<file path="config.mk">
export PLATFORM = sky130hd
export DESIGN_NAME = tstamp_ctr
export DESIGN_NICKNAME = d
export VERILOG_FILES = /design/src/rtl/tstamp_pkg.sv /design/src/rtl/tstamp_decode.sv /design/src/rtl/tstamp_count.sv /design/src/rtl/tstamp_snap.sv /design/src/rtl/tstamp_rdmux.sv /design/src/rtl/tstamp_ctr.sv
export SDC_FILE = /design/constraint.sdc
export NUM_CORES = 1
export LEC_CHECK = 0
export BUFFER_PORTS_ARGS = -buffer_cell sky130_fd_sc_hd__buf_2
export CAP_MARGIN = 5
export CORE_AREA = 4 4 83 85
export CTS_CLUSTER_DIAMETER = 150
export DETAILED_ROUTE_END_ITERATION = 16
export DIE_AREA = 0 0 87 89
export PLACE_DENSITY = 0.79
export SYNTH_ARGS = -nofsm -noshare
export SYNTH_HDL_FRONTEND = slang
export SYNTH_SLANG_ARGS = --single-unit
</file>
<file path="constraint.sdc">
create_clock -name clk_i -period 2.5 [get_ports clk_i]
set_input_delay 0.5 -clock clk_i [delete_from_list [all_inputs] [get_ports clk_i]]
set_output_delay 0.5 -clock clk_i [all_outputs]
set_load 0.01 [all_outputs]
</file>
<file path="src/rtl/tstamp_pkg.sv">
package tstamp_pkg;
  typedef enum logic [2:0] {
    ACC_NONE   = 3'd0,
    ACC_LO_RD  = 3'd1,
    ACC_HI_RD  = 3'd2,
    ACC_HI_WR  = 3'd3,
    ACC_OTH_RD = 3'd4
  } acc_e;
endpackage

</file>
<file path="src/rtl/tstamp_decode.sv">
module tstamp_decode
  import tstamp_pkg::*;
#(
  parameter int unsigned ADDR_W = 8,
  parameter logic [ADDR_W-1:0] LO_OFS = 8'h60,
  parameter logic [ADDR_W-1:0] HI_OFS = 8'h64
) (
  input  logic              sel_i,
  input  logic              wr_i,
  input  logic [ADDR_W-1:0] addr_i,
  output acc_e              acc_o
);
  always_comb begin
    acc_o = ACC_NONE;
    if (sel_i) begin
      if (wr_i) begin
        if (addr_i == HI_OFS) acc_o = ACC_HI_WR;
      end else if (addr_i == LO_OFS) begin
        acc_o = ACC_LO_RD;
      end else if (addr_i == HI_OFS) begin
        acc_o = ACC_HI_RD;
      end else begin
        acc_o = ACC_OTH_RD;
      end
    end
  end
endmodule

</file>
<file path="src/rtl/tstamp_count.sv">
module tstamp_count #(
  parameter int unsigned CNT_W = 40
) (
  input  logic             clk_i,
  input  logic             rst_ni,
  input  logic             tick_i,
  input  logic             en_wr_i,
  input  logic             en_val_i,
  output logic             en_o,
  output logic [CNT_W-1:0] cnt_o
);
  logic             en_q;
  logic [CNT_W-1:0] cnt_q;

  always_ff @(posedge clk_i or negedge rst_ni) begin
    if (!rst_ni) begin
      en_q <= 1'b0;
    end else if (en_wr_i) begin
      en_q <= en_val_i;
    end
  end

  // run bit seen before the edge gates the tick
  always_ff @(posedge clk_i or negedge rst_ni) begin
    if (!rst_ni) begin
      cnt_q <= '0;
    end else if (en_q && tick_i) begin
      cnt_q <= cnt_q + CNT_W'(1);
    end
  end

  assign en_o  = en_q;
  assign cnt_o = cnt_q;

  AST_STEP_ONE: assert property (@(posedge clk_i) disable iff (!rst_ni)
    (en_q && tick_i) |=> cnt_q == CNT_W'($past(cnt_q) + CNT_W'(1)));
  AST_HOLD_IDLE: assert property (@(posedge clk_i) disable iff (!rst_ni)
    !(en_q && tick_i) |=> $stable(cnt_q));
  AST_RUN_WRITE: assert property (@(posedge clk_i) disable iff (!rst_ni)
    en_wr_i |=> en_q == $past(en_val_i));
  AST_RUN_KEEP: assert property (@(posedge clk_i) disable iff (!rst_ni)
    !en_wr_i |=> $stable(en_q));
endmodule

</file>
<file path="src/rtl/tstamp_snap.sv">
module tstamp_snap #(
  parameter int unsigned HI_W = 8
) (
  input  logic            clk_i,
  input  logic            rst_ni,
  input  logic            cap_i,
  input  logic [HI_W-1:0] cnt_hi_i,
  output logic [HI_W-1:0] held_o
);
  logic [HI_W-1:0] held_q;

  always_ff @(posedge clk_i or negedge rst_ni) begin
    if (!rst_ni) begin
      held_q <= '0;
    end else if (cap_i) begin
      held_q <= cnt_hi_i;
    end
  end

  assign held_o = held_q;

  AST_SNAP_LOAD: assert property (@(posedge clk_i) disable iff (!rst_ni)
    cap_i |=> held_q == $past(cnt_hi_i));
  AST_SNAP_KEEP: assert property (@(posedge clk_i) disable iff (!rst_ni)
    !cap_i |=> $stable(held_q));
endmodule

</file>
<file path="src/rtl/tstamp_rdmux.sv">
module tstamp_rdmux
  import tstamp_pkg::*;
#(
  parameter int unsigned DATA_W = 32,
  parameter int unsigned HI_W   = 8,
  parameter int unsigned EN_BIT = 8
) (
  input  logic              clk_i,
  input  logic              rst_ni,
  input  acc_e              acc_i,
  input  logic [DATA_W-1:0] cnt_lo_i,
  input  logic [HI_W-1:0]   held_i,
  input  logic              en_i,
  output logic [DATA_W-1:0] rdata_o
);
  logic [DATA_W-1:0] hi_word;
  logic [DATA_W-1:0] rdata_q;

  always_comb begin
    hi_word = '0;
    for (int i = 0; i < int'(HI_W); i++) hi_word[i] = held_i[i];
    hi_word[EN_BIT] = en_i;
  end

  always_ff @(posedge clk_i or negedge rst_ni) begin
    if (!rst_ni) begin
      rdata_q <= '0;
    end else begin
      case (acc_i)
        ACC_LO_RD:  rdata_q <= cnt_lo_i;
        ACC_HI_RD:  rdata_q <= hi_word;
        ACC_OTH_RD: rdata_q <= '0;
        default:    rdata_q <= rdata_q;
      endcase
    end
  end

  assign rdata_o = rdata_q;

  AST_LO_DATA: assert property (@(posedge clk_i) disable iff (!rst_ni)
    (acc_i == ACC_LO_RD) |=> rdata_q == $past(cnt_lo_i));
  AST_HI_RUN: assert property (@(posedge clk_i) disable iff (!rst_ni)
    (acc_i == ACC_HI_RD) |=> rdata_q[EN_BIT] == $past(en_i));
  AST_OTH_ZERO: assert property (@(posedge clk_i) disable iff (!rst_ni)
    (acc_i == ACC_OTH_RD) |=> rdata_q == '0);
endmodule

</file>
<file path="src/rtl/tstamp_ctr.sv">
module tstamp_ctr
  import tstamp_pkg::*;
#(
  parameter int unsigned CNT_W  = 40,
  parameter int unsigned DATA_W = 32,
  parameter int unsigned ADDR_W = 8,
  parameter int unsigned EN_BIT = 8,
  parameter logic [ADDR_W-1:0] LO_OFS = 8'h60,
  parameter logic [ADDR_W-1:0] HI_OFS = 8'h64
) (
  input  logic              clk_i,
  input  logic              rst_ni,
  input  logic              tick_i,
  input  logic              bus_sel_i,
  input  logic              bus_wr_i,
  input  logic [ADDR_W-1:0] bus_addr_i,
  input  logic [DATA_W-1:0] bus_wdata_i,
  output logic [DATA_W-1:0] bus_rdata_o
);
  localparam int unsigned HI_W = CNT_W - DATA_W;

  acc_e             acc;
  logic             en;
  logic [CNT_W-1:0] cnt;
  logic [HI_W-1:0]  held;
  logic             unused_wdata;

  assign unused_wdata = ^bus_wdata_i;

  tstamp_decode #(.ADDR_W(ADDR_W), .LO_OFS(LO_OFS), .HI_OFS(HI_OFS)) u_dec (
    .sel_i (bus_sel_i),
    .wr_i  (bus_wr_i),
    .addr_i(bus_addr_i),
    .acc_o (acc)
  );

  tstamp_count #(.CNT_W(CNT_W)) u_cnt (
    .clk_i   (clk_i),
    .rst_ni  (rst_ni),
    .tick_i  (tick_i),
    .en_wr_i (acc == ACC_HI_WR),
    .en_val_i(bus_wdata_i[EN_BIT]),
    .en_o    (en),
    .cnt_o   (cnt)
  );

  tstamp_snap #(.HI_W(HI_W)) u_snap (
    .clk_i   (clk_i),
    .rst_ni  (rst_ni),
    .cap_i   (acc == ACC_LO_RD),
    .cnt_hi_i(cnt[CNT_W-1:DATA_W]),
    .held_o  (held)
  );

  tstamp_rdmux #(.DATA_W(DATA_W), .HI_W(HI_W), .EN_BIT(EN_BIT)) u_rd (
    .clk_i   (clk_i),
    .rst_ni  (rst_ni),
    .acc_i   (acc),
    .cnt_lo_i(cnt[DATA_W-1:0]),
    .held_i  (held),
    .en_i    (en),
    .rdata_o (bus_rdata_o)
  );

  AST_NO_TICK_NO_MOVE: assert property (@(posedge clk_i) disable iff (!rst_ni)
    !tick_i |=> $stable(cnt));
endmodule

</file>
After elaboration in Yosys (flattened, before gate mapping)
Cells that the tools add are included.
- bits in writable memories: 0
- bits in read-only memories: 0
- register bits: 81
- bits in latches: 0
- memories: 0
- divide/modulo/power cells: 0
- $lt $le $gt $ge: 0
- shifts and indexed selects: 0
- $add $sub $neg: 1
- multiply operators: 0
- reductions and logical operators: 2
- equality and inequality tests: 6
- bitwise gates (word level): 0
- muxes and demuxes: 6
- operator list (cell ; number):
    $pmux 32 s3 ; 1
    $add 40x1->40 const B ; 1
    $eq 8x7->1 const B ; 2
    $mux 3 ; 4
    $eq 3x2->1 const B ; 2
    $eq 3x1->1 const B ; 1
    $eq 3x3->1 const B ; 1
    $reduce_bool 3->1 ; 1
    $mux 2 ; 1
    $logic_and 1x1->1 ; 1

Longest topological paths before layout
- depth in word-level cells: 7
- mapped depth: 6
- mapped depth without buffers: 5

By module
Synthesis repeated with hierarchy kept, for this count alone.
- cell total of the unflattened synthesis: 320
- area total of the unflattened synthesis: 3853.7 um^2
- by module, submodules not included (module ; cells each ; area an instance (um^2) ; instances):
    tstamp_count ; 173 ; 1968.1 ; 1
    tstamp_rdmux ; 120 ; 1452.6 ; 1
    tstamp_snap ; 17 ; 331.6 ; 1
    tstamp_decode ; 8 ; 80.1 ; 1
    tstamp_ctr ; 2 ; 21.3 ; 1

Least setup slack after synthesis
OpenSTA, ideal clock, no wires.
- path type: input-to-reg
- start point: input bus_addr_i[1]
- end point: register u_snap.held_q[0], in the netlist u_snap.held_o[0]
- stages on the path: 5
- arrival: 1791 ps
- buffers on the path: 1
- setup slack: 582 ps
- path through: nor4b_1 nand2_1 nor3_1 buf_2 mux2_1
- word-level cells in the longest chain between the ends: 6
- elaborated cells on any way between the ends: 8
- those cells by class: eq/ne (3); mux (5)
- ends and longest elaborated chain (what ; line ; text):
    start: declaration ; tstamp_ctr.sv:16 ; input logic [ADDR_W-1:0] bus_addr_i,
    $eq 8x7->1 ; tstamp_decode.sv:17, tstamp_decode.sv:20 ;
    $mux 3 ; tstamp_decode.sv:20 ; end else if (addr_i == HI_OFS) begin
    $mux 3 ; tstamp_decode.sv:18 ; end else if (addr_i == LO_OFS) begin
    $mux 3 * ; tstamp_decode.sv:16 ; if (wr_i) begin
    $mux 3 * ; tstamp_decode.sv:15 ; if (sel_i) begin
    $eq 3x1->1 * ; tstamp_ctr.sv:50 ; .cap_i (acc == ACC_LO_RD),
    end signal: assignment ; tstamp_snap.sv:16 ; held_q <= cnt_hi_i;
    end: declaration ; tstamp_snap.sv:10 ; logic [HI_W-1:0] held_q;
Every way passes the cells marked *; elsewhere a longest branch is shown, timed or not.
A chain may end at the register's enable or synchronous reset.

Worst setup path after layout
- start point: register u_cnt.cnt_q[16], in the netlist u_cnt.cnt_o[16]
- end point: register u_cnt.cnt_q[39], in the netlist u_cnt.cnt_o[39]
- word-level cells in the longest chain between the ends: 1
- ends and longest elaborated chain (what ; line ; text):
    start: declaration ; tstamp_count.sv:13 ; logic [CNT_W-1:0] cnt_q;
    start signal: assignment ; tstamp_count.sv:28 ; cnt_q <= cnt_q + CNT_W'(1);
    $add 40x1->40 ; tstamp_count.sv:28 ;
No other way between the ends.

==> metrics <==
Die Width=87 um; CTS root buf=clkbuf_8; status=finished clean; Worst R2R Start=u_cnt.cnt_o[16]; maximum number of pins on one net before global-route repair=41; sequential share of the synthesized area=between 50% and 60%; RR Endpoint=u_cnt.cnt_o[39]; Final WS setup=about 0.56 ns; DP HPWL=between 4000 and 5000 um; worst-margin pin slew=roughly 0.44 ns; clock sink count=about 80; Final nets=around 380; post-synth top area share=57.9%; CP Class=flip-flop to flip-flop; worst r2r path cells=4; Routed WL=approximately 6800 um; CP top delay family=simple AND/OR/NAND/NOR gates; CTS Buf Count=9; clock latency on the worst-skew pair=roughly 0.34 ns; antenna viol nets, final=0; Warnings, synthesis=0; P_int=about 2.1 mW; Achievable Freq=0.516 GHz; Max Cap Viol=0; Critical Path Max Stage Delay=~0.70 ns; Worst Skew=between 0.009 and 0.01 ns; P&R area growth vs syn=16.6%; CTS-repair resized insts=0; IO Count=slightly below 80; number of detailed-route iterations in the first pass=4; RSZ-0062 raised after global routing=no; vias in the first global route=between 2,000 and 2,500; input/output buffers=45; Syn Area/Cell=roughly 12 um2; Sw Ratio=19.7%; crit-path cells=nand4_1, or4_4, nor4_1, xor2_1; Worst EP arrival=approximately 2.2 ns; Die H=89 um; startpoint types=flip-flop; sequential share of power=between 50 and 60%; Initial Util=56.4%; logic gate share of total power=around 2.4%; critical path depth=4; DR vias=about 2,400; CTS max path bufs=2; cells after synthesis=~280; Hold Crit Class=input pin to async pin; Yosys top cell by area=dfrtp_1; largest cells by area after synthesis=dfrtp_1, xor2_1, a22o_1, xnor2_1, a221o_1; CTS H-tree lvls=3; Req. time, crit path=2.77 ns; first-pass GRT wire length=around 11,000 um; Buf+Inv Stages, Crit Path=0; Avg WL per Cell=~16 um; std cell rows=29; Leak=2.15 nW; crit path to=u_cnt.cnt_o[39]; final RePlAce weighted congestion=~0.78; Slew HR=70.6%; # diodes=0; area of the die=7740 um2; pwr/cell area=~640 nW/um2; critical-path maximum fanout=11; Layout Cells excl Fill=around 410; Clock transition at path regs=approximately 0.080 ns; r2r setup slk=roughly 0.56 ns; Final Hold Viols=0; Syn Nets=~330; fin crit period=roughly 1.9 ns; CTS tree=yes; synthesized flop and latch total=81; switching pwr=just over 0.5 mW; drt drc=0; Vias/cell=just under 6; total grt overflow=0; fin crit share=a little under 80%; antenna violations before repair=0; Setup-failing EPs final=0; Hold Buf Count CTS=0; WHS=between 0.09 and 0.1 ns; area of the mapped netlist=between 3000 and 4000 um2; Core ar.=approximately 6200 um2; Yosys cell types=30; CP endpoint kind=flip-flop; worst-path cell with the longest stage delay=or4_4; dpl cells=395; Max VDD drop=just over 0.0004 V; share of cells above drive strength 1=24.9%; Clock power frac=approximately 46%; Setup TNS=0 ns; Starting DRT DRC Count=around 140; GRT Total Usage=18.7%; Setup Buffers After CTS=0; Pins Over Slew Limit=0; Critical path origin=u_cnt.cnt_o[16]; worst slack at placement=a little over 0.4 ns
## synthesized netlist by cell type, drive strengths merged
master / instances
nand2: 16
dfrtp: 81
a22o: 23
nand3: 13
xor2: 27
nor2: 11
a221o: 9
and2: 11
clkbuf: 8
nor4b: 1
inv: 6
or4: 1
or3: 1
nor3: 13
ha: 1
mux2: 10
nor3b: 1
nand4: 12
nor4: 9
xnor2: 12
and3: 3
and4: 6
buf: 7
## worst min-delay path by stage
stage / end / slack [ns] / depth (start not counted) / startpoint
global route: u_cnt.cnt_o[1] / 0.12 / 1 / rst_ni
CTS: u_cnt.cnt_o[23] / 0.10 / 1 / rst_ni
global placement: u_cnt.cnt_o[39] / 0.45 / 1 / u_cnt.cnt_o[39]
finish: u_cnt.cnt_o[0] / 0.1 / 1 / rst_ni
detailed placement: u_cnt.cnt_o[39] / 0.45 / 1 / u_cnt.cnt_o[39]
floorplan: u_cnt.cnt_o[0] / 0.20 / 0 / rst_ni
## final cells by class
type                            count  area, um2
Clock buffer                       12        165
Clock inverter                      4       97.6
Fill cell                         473       2120
Inverter                            6       22.5
Multi-Input combinational cell    180       1390
Sequential cell                    81       2030
Tap cell                           77       96.3
Timing Repair Buffer               51        285
## layout by cell type (no fill, tap or decap)
cell type / count
nor3_2: 6
nor4b_1: 1
a221o_1: 9
xor2_1: 27
buf_4: 6
nor4_2: 3
or3_1: 1
nor2_1: 11
and3_1: 3
mux2_1: 8
nand2_1: 16
buf_2: 44
nand4_2: 2
buf_12: 1
inv_1: 6
nand3_1: 13
dfrtp_1: 81
nor4_1: 4
mux2_2: 2
and2_1: 11
nor3b_1: 1
clkinvlp_4: 1
ha_1: 1
nor4_4: 2
clkbuf_8: 12
or4_4: 1
nor3_1: 7
and4_1: 6
nand4_1: 10
bufinv_16: 3
a22o_1: 23
xnor2_1: 12
## registers in the layout (all words and copies together) (netlist names)
| signal | count |
|---|---|
| u_cnt.en_o | 1 |
| u_rd.rdata_o | 32 |
| u_cnt.cnt_o | 40 |
| u_snap.held_o | 8 |
## through the flow
| stage | utilization, % | instance area, um2 | total power [mW] |
|---|---|---|---|
| floorplan | - | 3500 | 1.37 |
| global placement | 61.5 | 3820 | 1.42 |
| detailed placement | 61.5 | 3820 | 1.42 |
| CTS | 65.8 | 4080 | 2.62 |
| global route | 65.8 | 4080 | 2.69 |
| finish | 65.8 | 4080 | 2.60 |
## layer usage
metal,wire (um),share of wire (%),global-route usage [%]
met1,3180,47,26.6
met2,3120,46,28.3
met3,361,5.3,3.96
met4,98,1.5,7.79
met5,0,0,0
## power groups by stage
stage | combinational [mW] | clock, mW | sequential [mW]
2_1_floorplan | 0.0195 | 0 | 1.35
3_3_place_gp | 0.0631 | 0 | 1.35
3_5_place_dp | 0.0661 | 0 | 1.35
4_1_cts | 0.0662 | 1.22 | 1.33
5_1_grt | 0.0742 | 1.28 | 1.33
6_report | 0.0634 | 1.20 | 1.33
## kinds of logic (layout without fill, tap and decap cells)
group	count (synthesis)	in the layout	share of synthesized area, %
mux	10	10	3.22
fa+ha+maj	1	1	0.357
simple gates	98	98	17.8
buf+inv	21	73	2.61
compound gates	32	32	8.33
flops	81	81	57.9
xor+xnor	39	39	9.76
## worst reg2reg max path, cell delays in order, from the launching register on
cell and delay (ns):
dfrtp_1 0.45, nand4_1 0.18, or4_4 0.70, nor4_1 0.37, xor2_1 0.17
Note: power is estimated with default switching activity, not from simulation.
